--- src/rtl/opr_pkg.sv ---
package opr_pkg;
    // opcode field that marks an operate word
    localparam int          OPC_HI      = 11;
    localparam int          OPC_LO      = 9;
    localparam logic [2:0]  OPC_OPERATE = 3'b111;
    localparam int          GRP_BIT     = 8;
    localparam int          RSV_BIT     = 0;

    // group one control bits (within word bits 7..0)
    localparam int G1_CLR_ACC  = 7;
    localparam int G1_CLR_LNK  = 6;
    localparam int G1_INV_ACC  = 5;
    localparam int G1_INV_LNK  = 4;
    localparam int G1_ROT_R    = 3;
    localparam int G1_ROT_L    = 2;
    localparam int G1_TWICE    = 1;
    localparam int G1_INC      = 0;

    // group two control bits (within word bits 7..1, indexed from bit 1)
    localparam int G2_CLR_ACC  = 6;
    localparam int G2_T_NEG    = 5;
    localparam int G2_T_ZERO   = 4;
    localparam int G2_T_LINK   = 3;
    localparam int G2_INVERT   = 2;
    localparam int G2_OR_SW    = 1;
    localparam int G2_HALT     = 0;
endpackage

--- src/rtl/opr_grp1.sv ---
module opr_grp1 import opr_pkg::*; #(
    parameter int W = 12
) (
    input  logic [7:0]   mw,
    input  logic [W-1:0] acc_i,
    input  logic         link_i,
    output logic [W-1:0] acc_o,
    output logic         link_o,
    output logic         rot_bad_o
);
    localparam int VW = W + 1;

    logic [W-1:0] a_d;
    logic         l_d;
    logic [W:0]   sum_d;
    logic [VW-1:0] pre_d;
    logic [VW-1:0] step1_d;
    logic [VW-1:0] post_d;
    logic          go_r_d;
    logic          go_l_d;

    always_comb begin
        a_d = acc_i;
        l_d = link_i;
        if (mw[G1_CLR_ACC]) a_d = '0;
        if (mw[G1_CLR_LNK]) l_d = 1'b0;
        if (mw[G1_INV_ACC]) a_d = ~a_d;
        if (mw[G1_INV_LNK]) l_d = ~l_d;
        sum_d = {1'b0, a_d} + {{W{1'b0}}, 1'b1};
        if (mw[G1_INC]) begin
            a_d = sum_d[W-1:0];
            l_d = l_d ^ sum_d[W];
        end
        pre_d  = {l_d, a_d};
        go_r_d = mw[G1_ROT_R] && !mw[G1_ROT_L];
        go_l_d = mw[G1_ROT_L] && !mw[G1_ROT_R];
        if (go_r_d)      step1_d = {pre_d[0], pre_d[VW-1:1]};
        else if (go_l_d) step1_d = {pre_d[VW-2:0], pre_d[VW-1]};
        else             step1_d = pre_d;
        if (go_r_d && mw[G1_TWICE])      post_d = {step1_d[0], step1_d[VW-1:1]};
        else if (go_l_d && mw[G1_TWICE]) post_d = {step1_d[VW-2:0], step1_d[VW-1]};
        else                             post_d = step1_d;
        acc_o     = post_d[W-1:0];
        link_o    = post_d[W];
        rot_bad_o = mw[G1_ROT_R] && mw[G1_ROT_L];
    end

    // a circular shift neither creates nor loses ones
    always_comb begin
        a_rot_keeps_ones_r5 : assert ($countones(post_d) == $countones(pre_d))
            else $error("rotate changed the number of ones");
    end
endmodule

--- src/rtl/opr_skip.sv ---
module opr_skip #(
    parameter int W = 12
) (
    input  logic [W-1:0] acc_i,
    input  logic         link_i,
    input  logic         sel_neg,
    input  logic         sel_zero,
    input  logic         sel_link,
    input  logic         invert,
    output logic         take_o
);
    logic hit_d;

    always_comb begin
        hit_d  = (sel_neg && acc_i[W-1])
              || (sel_zero && (acc_i == '0))
              || (sel_link && link_i);
        take_o = hit_d ^ invert;
    end

    // a non-inverted skip needs at least one selected condition
    always_comb begin
        a_skip_needs_sel_r7 : assert (!(take_o && !invert && !(sel_neg || sel_zero || sel_link)))
            else $error("skip without a selected condition");
    end
endmodule

--- src/rtl/opr_grp2.sv ---
module opr_grp2 import opr_pkg::*; #(
    parameter int W = 12
) (
    input  logic [7:1]   mw,
    input  logic [W-1:0] acc_i,
    input  logic         link_i,
    input  logic [W-1:0] sw_i,
    output logic [W-1:0] acc_o,
    output logic         skip_o,
    output logic         halt_o
);
    logic [6:0] b;
    logic [W-1:0] a_d;

    assign b = mw;

    // test is taken on the incoming accumulator, ahead of the clear
    opr_skip #(.W(W)) u_skip (
        .acc_i    (acc_i),
        .link_i   (link_i),
        .sel_neg  (b[G2_T_NEG]),
        .sel_zero (b[G2_T_ZERO]),
        .sel_link (b[G2_T_LINK]),
        .invert   (b[G2_INVERT]),
        .take_o   (skip_o)
    );

    always_comb begin
        a_d = acc_i;
        if (b[G2_CLR_ACC]) a_d = '0;
        if (b[G2_OR_SW])   a_d = a_d | sw_i;
        acc_o  = a_d;
        halt_o = b[G2_HALT];
    end
endmodule

--- src/rtl/opr_unit.sv ---
module opr_unit import opr_pkg::*; #(
    parameter int W = 12
) (
    input  logic         clk,
    input  logic         rst_n,
    input  logic         op_valid,
    input  logic [11:0]  op_word,
    input  logic [W-1:0] switch_val,
    output logic [W-1:0] acc_o,
    output logic         link_o,
    output logic         skip_o,
    output logic         halt_o,
    output logic         rot_conflict_o
);
    typedef struct packed {
        logic [W-1:0] acc;
        logic         link;
        logic         skip;
        logic         halt;
        logic         rot_bad;
    } st_t;

    st_t st_d, st_q;

    logic [W-1:0] g1_acc, g2_acc;
    logic         g1_link, g1_bad, g2_skip, g2_halt;
    logic         is_opr, is_g2;

    assign is_opr = op_valid && (op_word[OPC_HI:OPC_LO] == OPC_OPERATE);
    assign is_g2  = op_word[GRP_BIT];

    opr_grp1 #(.W(W)) u_g1 (
        .mw        (op_word[7:0]),
        .acc_i     (st_q.acc),
        .link_i    (st_q.link),
        .acc_o     (g1_acc),
        .link_o    (g1_link),
        .rot_bad_o (g1_bad)
    );

    opr_grp2 #(.W(W)) u_g2 (
        .mw     (op_word[7:1]),
        .acc_i  (st_q.acc),
        .link_i (st_q.link),
        .sw_i   (switch_val),
        .acc_o  (g2_acc),
        .skip_o (g2_skip),
        .halt_o (g2_halt)
    );

    always_comb begin
        st_d         = st_q;
        st_d.skip    = 1'b0;
        st_d.halt    = 1'b0;
        st_d.rot_bad = 1'b0;
        if (is_opr) begin
            if (!is_g2) begin
                st_d.acc     = g1_acc;
                st_d.link    = g1_link;
                st_d.rot_bad = g1_bad;
            end else if (!op_word[RSV_BIT]) begin
                st_d.acc  = g2_acc;
                st_d.skip = g2_skip;
                st_d.halt = g2_halt;
            end
        end
    end

    always_ff @(posedge clk) begin
        if (!rst_n) st_q <= '0;
        else        st_q <= st_d;
    end

    assign acc_o          = st_q.acc;
    assign link_o         = st_q.link;
    assign skip_o         = st_q.skip;
    assign halt_o         = st_q.halt;
    assign rot_conflict_o = st_q.rot_bad;

    p_idle_hold_r2 : assert property (@(posedge clk) disable iff (!rst_n)
        !op_valid |=> ($stable(acc_o) && $stable(link_o)));
    p_idle_flags_r2 : assert property (@(posedge clk) disable iff (!rst_n)
        !op_valid |=> (!skip_o && !halt_o && !rot_conflict_o));
    p_g1_quiet_r11 : assert property (@(posedge clk) disable iff (!rst_n)
        (op_valid && op_word[11:9] == 3'b111 && !op_word[8]) |=> (!skip_o && !halt_o));
    p_clr_inv_ones_r4 : assert property (@(posedge clk) disable iff (!rst_n)
        (op_valid && op_word[11:8] == 4'b1110 && op_word[7] && op_word[5]
         && !op_word[0] && !op_word[3] && !op_word[2]) |=> (acc_o == '1));
    p_conflict_r6 : assert property (@(posedge clk) disable iff (!rst_n)
        (op_valid && op_word[11:8] == 4'b1110 && op_word[3] && op_word[2]) |=> rot_conflict_o);
    p_g2_link_r8 : assert property (@(posedge clk) disable iff (!rst_n)
        (op_valid && op_word[11:8] == 4'b1111) |=> $stable(link_o));
    p_halt_r9 : assert property (@(posedge clk) disable iff (!rst_n)
        (op_valid && op_word[11:8] == 4'b1111 && !op_word[0] && op_word[1]) |=> halt_o);
    p_reserved_r10 : assert property (@(posedge clk) disable iff (!rst_n)
        (op_valid && op_word[11:8] == 4'b1111 && op_word[0])
        |=> ($stable(acc_o) && !skip_o && !halt_o));
endmodule

--- config.mk ---
export PLATFORM = sky130hd
export DESIGN_NAME = opr_unit
export DESIGN_NICKNAME = d
export VERILOG_FILES = /design/src/rtl/opr_pkg.sv /design/src/rtl/opr_grp1.sv /design/src/rtl/opr_skip.sv /design/src/rtl/opr_grp2.sv /design/src/rtl/opr_unit.sv
export SDC_FILE = /design/constraint.sdc
export NUM_CORES = 1
export LEC_CHECK = 0
export BUFFER_PORTS_ARGS = -buffer_cell sky130_fd_sc_hd__buf_2
export CORE_ASPECT_RATIO = 0.6
export CORE_MARGIN = 8
export CORE_UTILIZATION = 50
export DETAILED_ROUTE_END_ITERATION = 16
export PLACE_DENSITY_LB_ADDON = 0.1
export REMOVE_ABC_BUFFERS = 1
export SLEW_MARGIN = 20
export SYNTH_ARGS = -nofsm -noshare
export SYNTH_HDL_FRONTEND = slang
export SYNTH_SLANG_ARGS = --single-unit
export TNS_END_PERCENT = 1
--- constraint.sdc ---
create_clock -name clk -period 4.35 [get_ports clk]
set_input_delay 0.6525 -clock clk [delete_from_list [all_inputs] [get_ports clk]]
set_output_delay 0.6525 -clock clk [all_outputs]
set_load 0.02 [all_outputs]
* After elaboration in Yosys (flattened, before gate mapping)
Cells that the tools add are included.
** Word-level totals
- Flip-flop bits (word level) :: 16
- Input bits :: 27
- Output and inout port bits :: 16
- Logic and storage cells :: 47
** Cells by class
- $add $sub $neg :: 1
- Equal/unequal tests :: 2
- Multiplexer cells :: 13
- Bitwise operators :: 8
- Reduce and logical (&&, ||, !) cells :: 18
** Operator list (number)
- $mux W12 :: 6
- $mux W13 :: 4
- $add A12 B1 Y13 const B :: 1
- $logic_not A12 Y1 :: 1
- $not A12 Y12 :: 1
- $or A12 B12 Y12 :: 1
- $logic_and A1 B1 Y1 :: 9
- $not A1 Y1 :: 4
- $reduce_and A2 Y1 :: 2
- $reduce_or A4 Y1 :: 1
- $eq A3 B3 Y1 const B :: 1
- $mux W1 :: 3
- $reduce_or A3 Y1 :: 1
- $logic_not A1 Y1 :: 2
- $logic_or A1 B1 Y1 :: 2
- $ne A2 B2 Y1 const B :: 1
- $xor A1 B1 Y1 :: 2

* Depth between registers and ports, before layout
- Depth in word-level cells :: 11
- Depth in mapped cells :: 12
- Gate-level depth less buffers :: 11

* Hierarchy
Synthesis repeated with hierarchy kept, for this count alone.
** Unflattened totals
- Cells, all modules :: 335
- Area, all modules :: 2521.2 sq um
** Modules (own cells, without submodules)
- opr_grp1 :: instances 1, cells each 211, area each 1428.9 sq um
- opr_unit :: instances 1, cells each 71, area each 769.5 sq um
- opr_grp2 :: instances 1, cells each 39, area each 217.7 sq um
- opr_skip :: instances 1, cells each 14, area each 105.1 sq um

* Worst setup path before layout
Ideal clock, no wire load.
- Kind :: input to register
- Start point :: input port op_word[7]
- End point :: register st_q, in the netlist acc_o[8]
- Arrival time :: 2917 ps
- Data required time :: 4233 ps
- Slack :: 1316 ps
- Stages :: 12
- Buffers on the path :: 1
- Cell sequence :: buf_2 -> nor2b_1 -> xnor2_1 -> inv_1 -> ha_1 -> and2_1 -> a32oi_1 -> nor3_1 -> xor2_1 -> nor2_1 -> a211o_1 -> a22o_1
** Between the ends
- Longest elaborated chain between the ends :: 10
- Elaborated cells between the ends (all ways) :: 13
** RTL lines
- start, declared :: line opr_unit.sv:7 : input logic [11:0] op_word,
- $mux W12 (*) :: line opr_grp1.sv:25, opr_grp2.sv:30
- $not A12 Y12 :: line opr_grp1.sv:27 : if (mw[G1_INV_ACC]) a_d = ~a_d;
- $mux W12 :: line opr_grp1.sv:27
- $add A12 B1 Y13 :: line opr_grp1.sv:29 : sum_d = {1'b0, a_d} + {{W{1'b0}}, 1'b1};
- $mux W12 :: line opr_grp1.sv:30 : if (mw[G1_INC]) begin
- $mux W13 :: line opr_grp1.sv:38 : else if (go_l_d) step1_d = {pre_d[VW-2:0], pre_d[VW-1]};
- $mux W13 :: line opr_grp1.sv:37 : if (go_r_d) step1_d = {pre_d[0], pre_d[VW-1:1]};
- $mux W13 :: line opr_grp1.sv:41 : else if (go_l_d && mw[G1_TWICE]) post_d = {step1_d[VW-2:0], step1_d[VW-1]};
- $mux W13 :: line opr_grp1.sv:40 : if (go_r_d && mw[G1_TWICE]) post_d = {step1_d[0], step1_d[VW-1:1]};
- $mux W12 (*) :: line opr_unit.sv:57 : if (!is_g2) begin
- end signal, assigned :: line opr_unit.sv:71 : else st_q <= st_d;
- end, declared :: line opr_unit.sv:23 : st_t st_d, st_q;
Mark *: on every way between the ends. The rest lies on a longest branch, timed or not. The select of a mux whose other input is x is not followed.
A chain may end at the register's enable or synchronous reset.

* Final worst setup path
Ends and elaborated chain as after synthesis.

==> flow_metrics.py <==
metrics = {
    "status": {
        "status": "finished clean",
    },
    "detailed_routing": {
        "wl_um": 7660,
        "wl_per_cell_um": 19.0,
        "vias": 2670,
        "firstDrtPassIters": 5,
        "ant_nets": 0,
        "drc_errors": 0,
        "drtIter0Drc": 273,
        "via_per_inst": 6.64,
    },
    "timing": {
        "setup_violations": 0,
        "slew_viol_final": 0,
        "hold_violations": 0,
        "max_freq_mhz": 289,
        "worst_slew_pin_slew_ns": 0.725,
        "finalCriticalPeriod_ns": 3.46,
        "finalCritPeriodShare_pct": 79.6,
        "finalSetupTns_ns": 0,
        "fin_skew_ns": 0.00376,
        "relSlewSlack_pct": 51.5,
        "grt_setup_unrepaired": "no",
    },
    "global_routing": {
        "globalRouteOverflowTotal": 0,
        "grt_pass1_wl_um": 12000,
        "first_global_vias": 2308,
        "grt_max_degree": 36,
        "antenna_found_initial": 0,
        "grt_util_all_layers_pct": 21.9,
    },
    "floorplan": {
        "dieArea_mm2": 0.00693,
        "die_height_um": 67.7,
        "io_pins": 43,
        "die_w_um": 102,
        "core-area_mm2": 0.00419,
        "initial_core_util_pct": 53.3,
        "rows": 18,
    },
    "synthesis": {
        "ys_ff_latch": 16,
        "syn_inst": 320,
        "synth.distinct_cells": 66,
        "synth-edff-count": 0,
        "ys.flop_type": "dfxtp_1",
        "syn_avg_cell_area_um2": 6.97,
        "ys.warnings.count": 0,
        "synth_area_mm2": 0.00223,
        "synth-async-reset-ratio_pct": 0,
        "synth.yosys.seq_area_share_pct": 14.4,
    },
    "setup_path": {
        "start_kind": "primary input",
        "cp_max_fo": 30,
        "cp_num_buf_inv": 2,
        "cpLargestDelayFamily": "compound AO/OA/AOI/OAI gates",
        "crit_slowest_cell": "xnor2_1",
        "slowest_delay_ns": 0.53,
        "required_ns": 4.55,
        "path_cells": "buf_2 -> nor2b_1 -> xnor2_1 -> inv_1 -> ha_1 -> and2_1 -> a32oi_1 -> a211oi_1 -> xnor2_1 -> o22ai_1 -> a211oi_1 -> a22o_1",
        "arrival_ns": 3.67,
        "end_kind": "flip-flop",
        "worstSetupPathType": "primary input to flip-flop",
    },
    "power": {
        "power_leakage_uw": 0.000941,
        "ir_drop_mv": 0.123,
        "p_per_area_mw_per_mm2": 181,
    },
    "finish": {
        "final_util_pct": 58.9,
        "drive_above_1_share_pct": 17.8,
        "fillers": 433,
        "n_antenna_cell": 0,
        "syn2layout_area_growth_pct": 10.6,
        "fin_cells": 402,
        "nNetsFinal": 372,
    },
    "clock_network": {
        "numCtsBuffers": 3,
        "cts_root_buf": "clkbuf_8",
        "cts_tree": "built",
        "clkSinkCount": 16,
        "ctsHoldBuffers": 0,
        "clk_pin_slew_ns": 0.07,
        "ctsResizeCount": 0,
        "clkLatencyLatePin_ns": 0.26,
        "clockBufferDepth": 2,
        "post_cts_buffers": 0,
        "htreeDepth": 1,
    },
    "flow_run": {
        "maxCapViolations": 0,
    },
    "place": {
        "dp.cells": 399,
        "gp_congestion": 0.958,
        "numPortBuffers": 42,
        "hpwl_um": 5590,
    },
    "worst_hold_path": {
        "hold_path_class": "flip-flop to flip-flop",
    },
}
-- cells in the mapped netlist (2+ instances only) --
cell type | instances | area [µm²]
a31oi_1 | 9 | 56.3
inv_1 | 5 | 18.8
or3_1 | 3 | 18.8
nand2b_1 | 8 | 50.1
o32ai_1 | 2 | 17.5
buf_2 | 6 | 30.0
nand4_1 | 2 | 12.5
a22oi_1 | 2 | 15.0
nand3_1 | 7 | 35.0
xnor2_1 | 14 | 123
nand2_1 | 41 | 154
clkbuf_1 | 17 | 63.8
and3_1 | 6 | 37.5
a221oi_1 | 6 | 52.6
o211ai_1 | 5 | 37.5
dfxtp_1 | 16 | 320
o21a_1 | 2 | 15.0
o31a_1 | 2 | 17.5
mux2i_1 | 5 | 50.1
and2_1 | 4 | 25.0
a32oi_1 | 6 | 52.6
o221ai_1 | 7 | 61.3
a21o_1 | 7 | 52.6
nor2_1 | 18 | 67.6
clkinv_1 | 2 | 7.51
o22ai_1 | 4 | 25.0
xor2_1 | 3 | 26.3
nor4_1 | 6 | 37.5
a211oi_1 | 10 | 75.1
o21bai_1 | 5 | 37.5
buf_4 | 2 | 15.0
or2_2 | 2 | 12.5
nor3_1 | 9 | 45.0
a221o_1 | 4 | 40.0
a211oi_2 | 2 | 25.0
nor2b_1 | 5 | 31.3
nand3b_1 | 2 | 15.0
a21oi_1 | 27 | 135
o21ai_0 | 8 | 40.0
o21ai_1 | 3 | 15.0
-- placed cells by master, fill, tap and decap left out, drive strengths merged, types with 9 or more instances in the layout --
cell	n
buf	45
nor3	9
a31oi	9
nor2	19
a211oi	12
nand2	41
dfxtp	16
a21oi	27
xnor2	15
o21ai	11
-- registers in the layout, indices dropped and copies added (netlist names) --
signal / cells
link_o: 1
rot_conflict_o: 1
acc_o: 12
halt_o: 1
skip_o: 1
-- cells by family (layout without fill, tap and decap cells) --
group / count (synthesis) / after routing / synth area share [%]
adder cells (fa/ha/maj): 1 / 1 / 0.561
flip-flops: 16 / 16 / 14.4
XOR/XNOR: 18 / 18 / 7.40
multiplexers: 5 / 5 / 2.24
AND/OR/NAND/NOR: 124 / 124 / 28.7
buffers and inverters: 33 / 55 / 6.23
AO/OA/AOI/OAI: 123 / 123 / 40.5
-- metrics by stage --
step | hold WS (ns) | setup WS, ns | total power, µW | cell area (µm²)
after detailed placement | 0.571 | 0.651 | 325 | 2430
after CTS | 0.592 | 0.918 | 440 | 2470
final | 0.591 | 0.887 | 446 | 2470
after global placement | 0.586 | 0.812 | 324 | 2430
after global routing | 0.619 | 0.600 | 463 | 2470
after floorplan | 0.611 | 1.47 | 259 | 2120
-- final timing paths --
check,from,endpoint,slack (ns),cells past startpoint
max,op_word[7],acc_o[8],0.89,12
min,acc_o[0],acc_o[0],0.59,2
max reg2reg,acc_o[0],acc_o[8],1.19,11
min reg2reg,acc_o[0],acc_o[0],0.59,2
-- cell type report --
| class | count | area, µm² | share of cell area [%] |
|---|---|---|---|
| multi-input combinational | 271 | 1770 | 71.8 |
| sequential | 16 | 320 | 13.0 |
| timing repair buffer | 45 | 233 | 9.43 |
| tap | 60 | 75.1 | 3.04 |
| clock buffer | 3 | 41.3 | 1.67 |
| inverter | 7 | 26.3 | 1.06 |
-- tightest hold or removal path, stage by stage (launching register included) --
cell and delay [ns]:
dfxtp_1 0.36, nand3_1 0.08, o211ai_1 0.09
-- power by group --
group          total [µW]  leakage [µW]  internal, µW  switching (µW)
clock network         119     0.0000216          61.7            57.6
registers             156      0.000129           149            6.89
logic                 171      0.000791          61.4             109
total                 446      0.000941           272             174
-- per-layer routing --
| layer | vias up | global-route usage [%] | routed length, µm |
|---|---|---|---|
| met5 | - | 0 | 0 |
| met4 | 0 | 1.63 | 63 |
| met3 | 8 | 7.79 | 1020 |
| met2 | 176 | 32.2 | 3210 |
| met1 | 1202 | 30.8 | 3370 |
| li1 | 1284 | - | - |
Note: power is estimated with default switching activity, not from simulation.
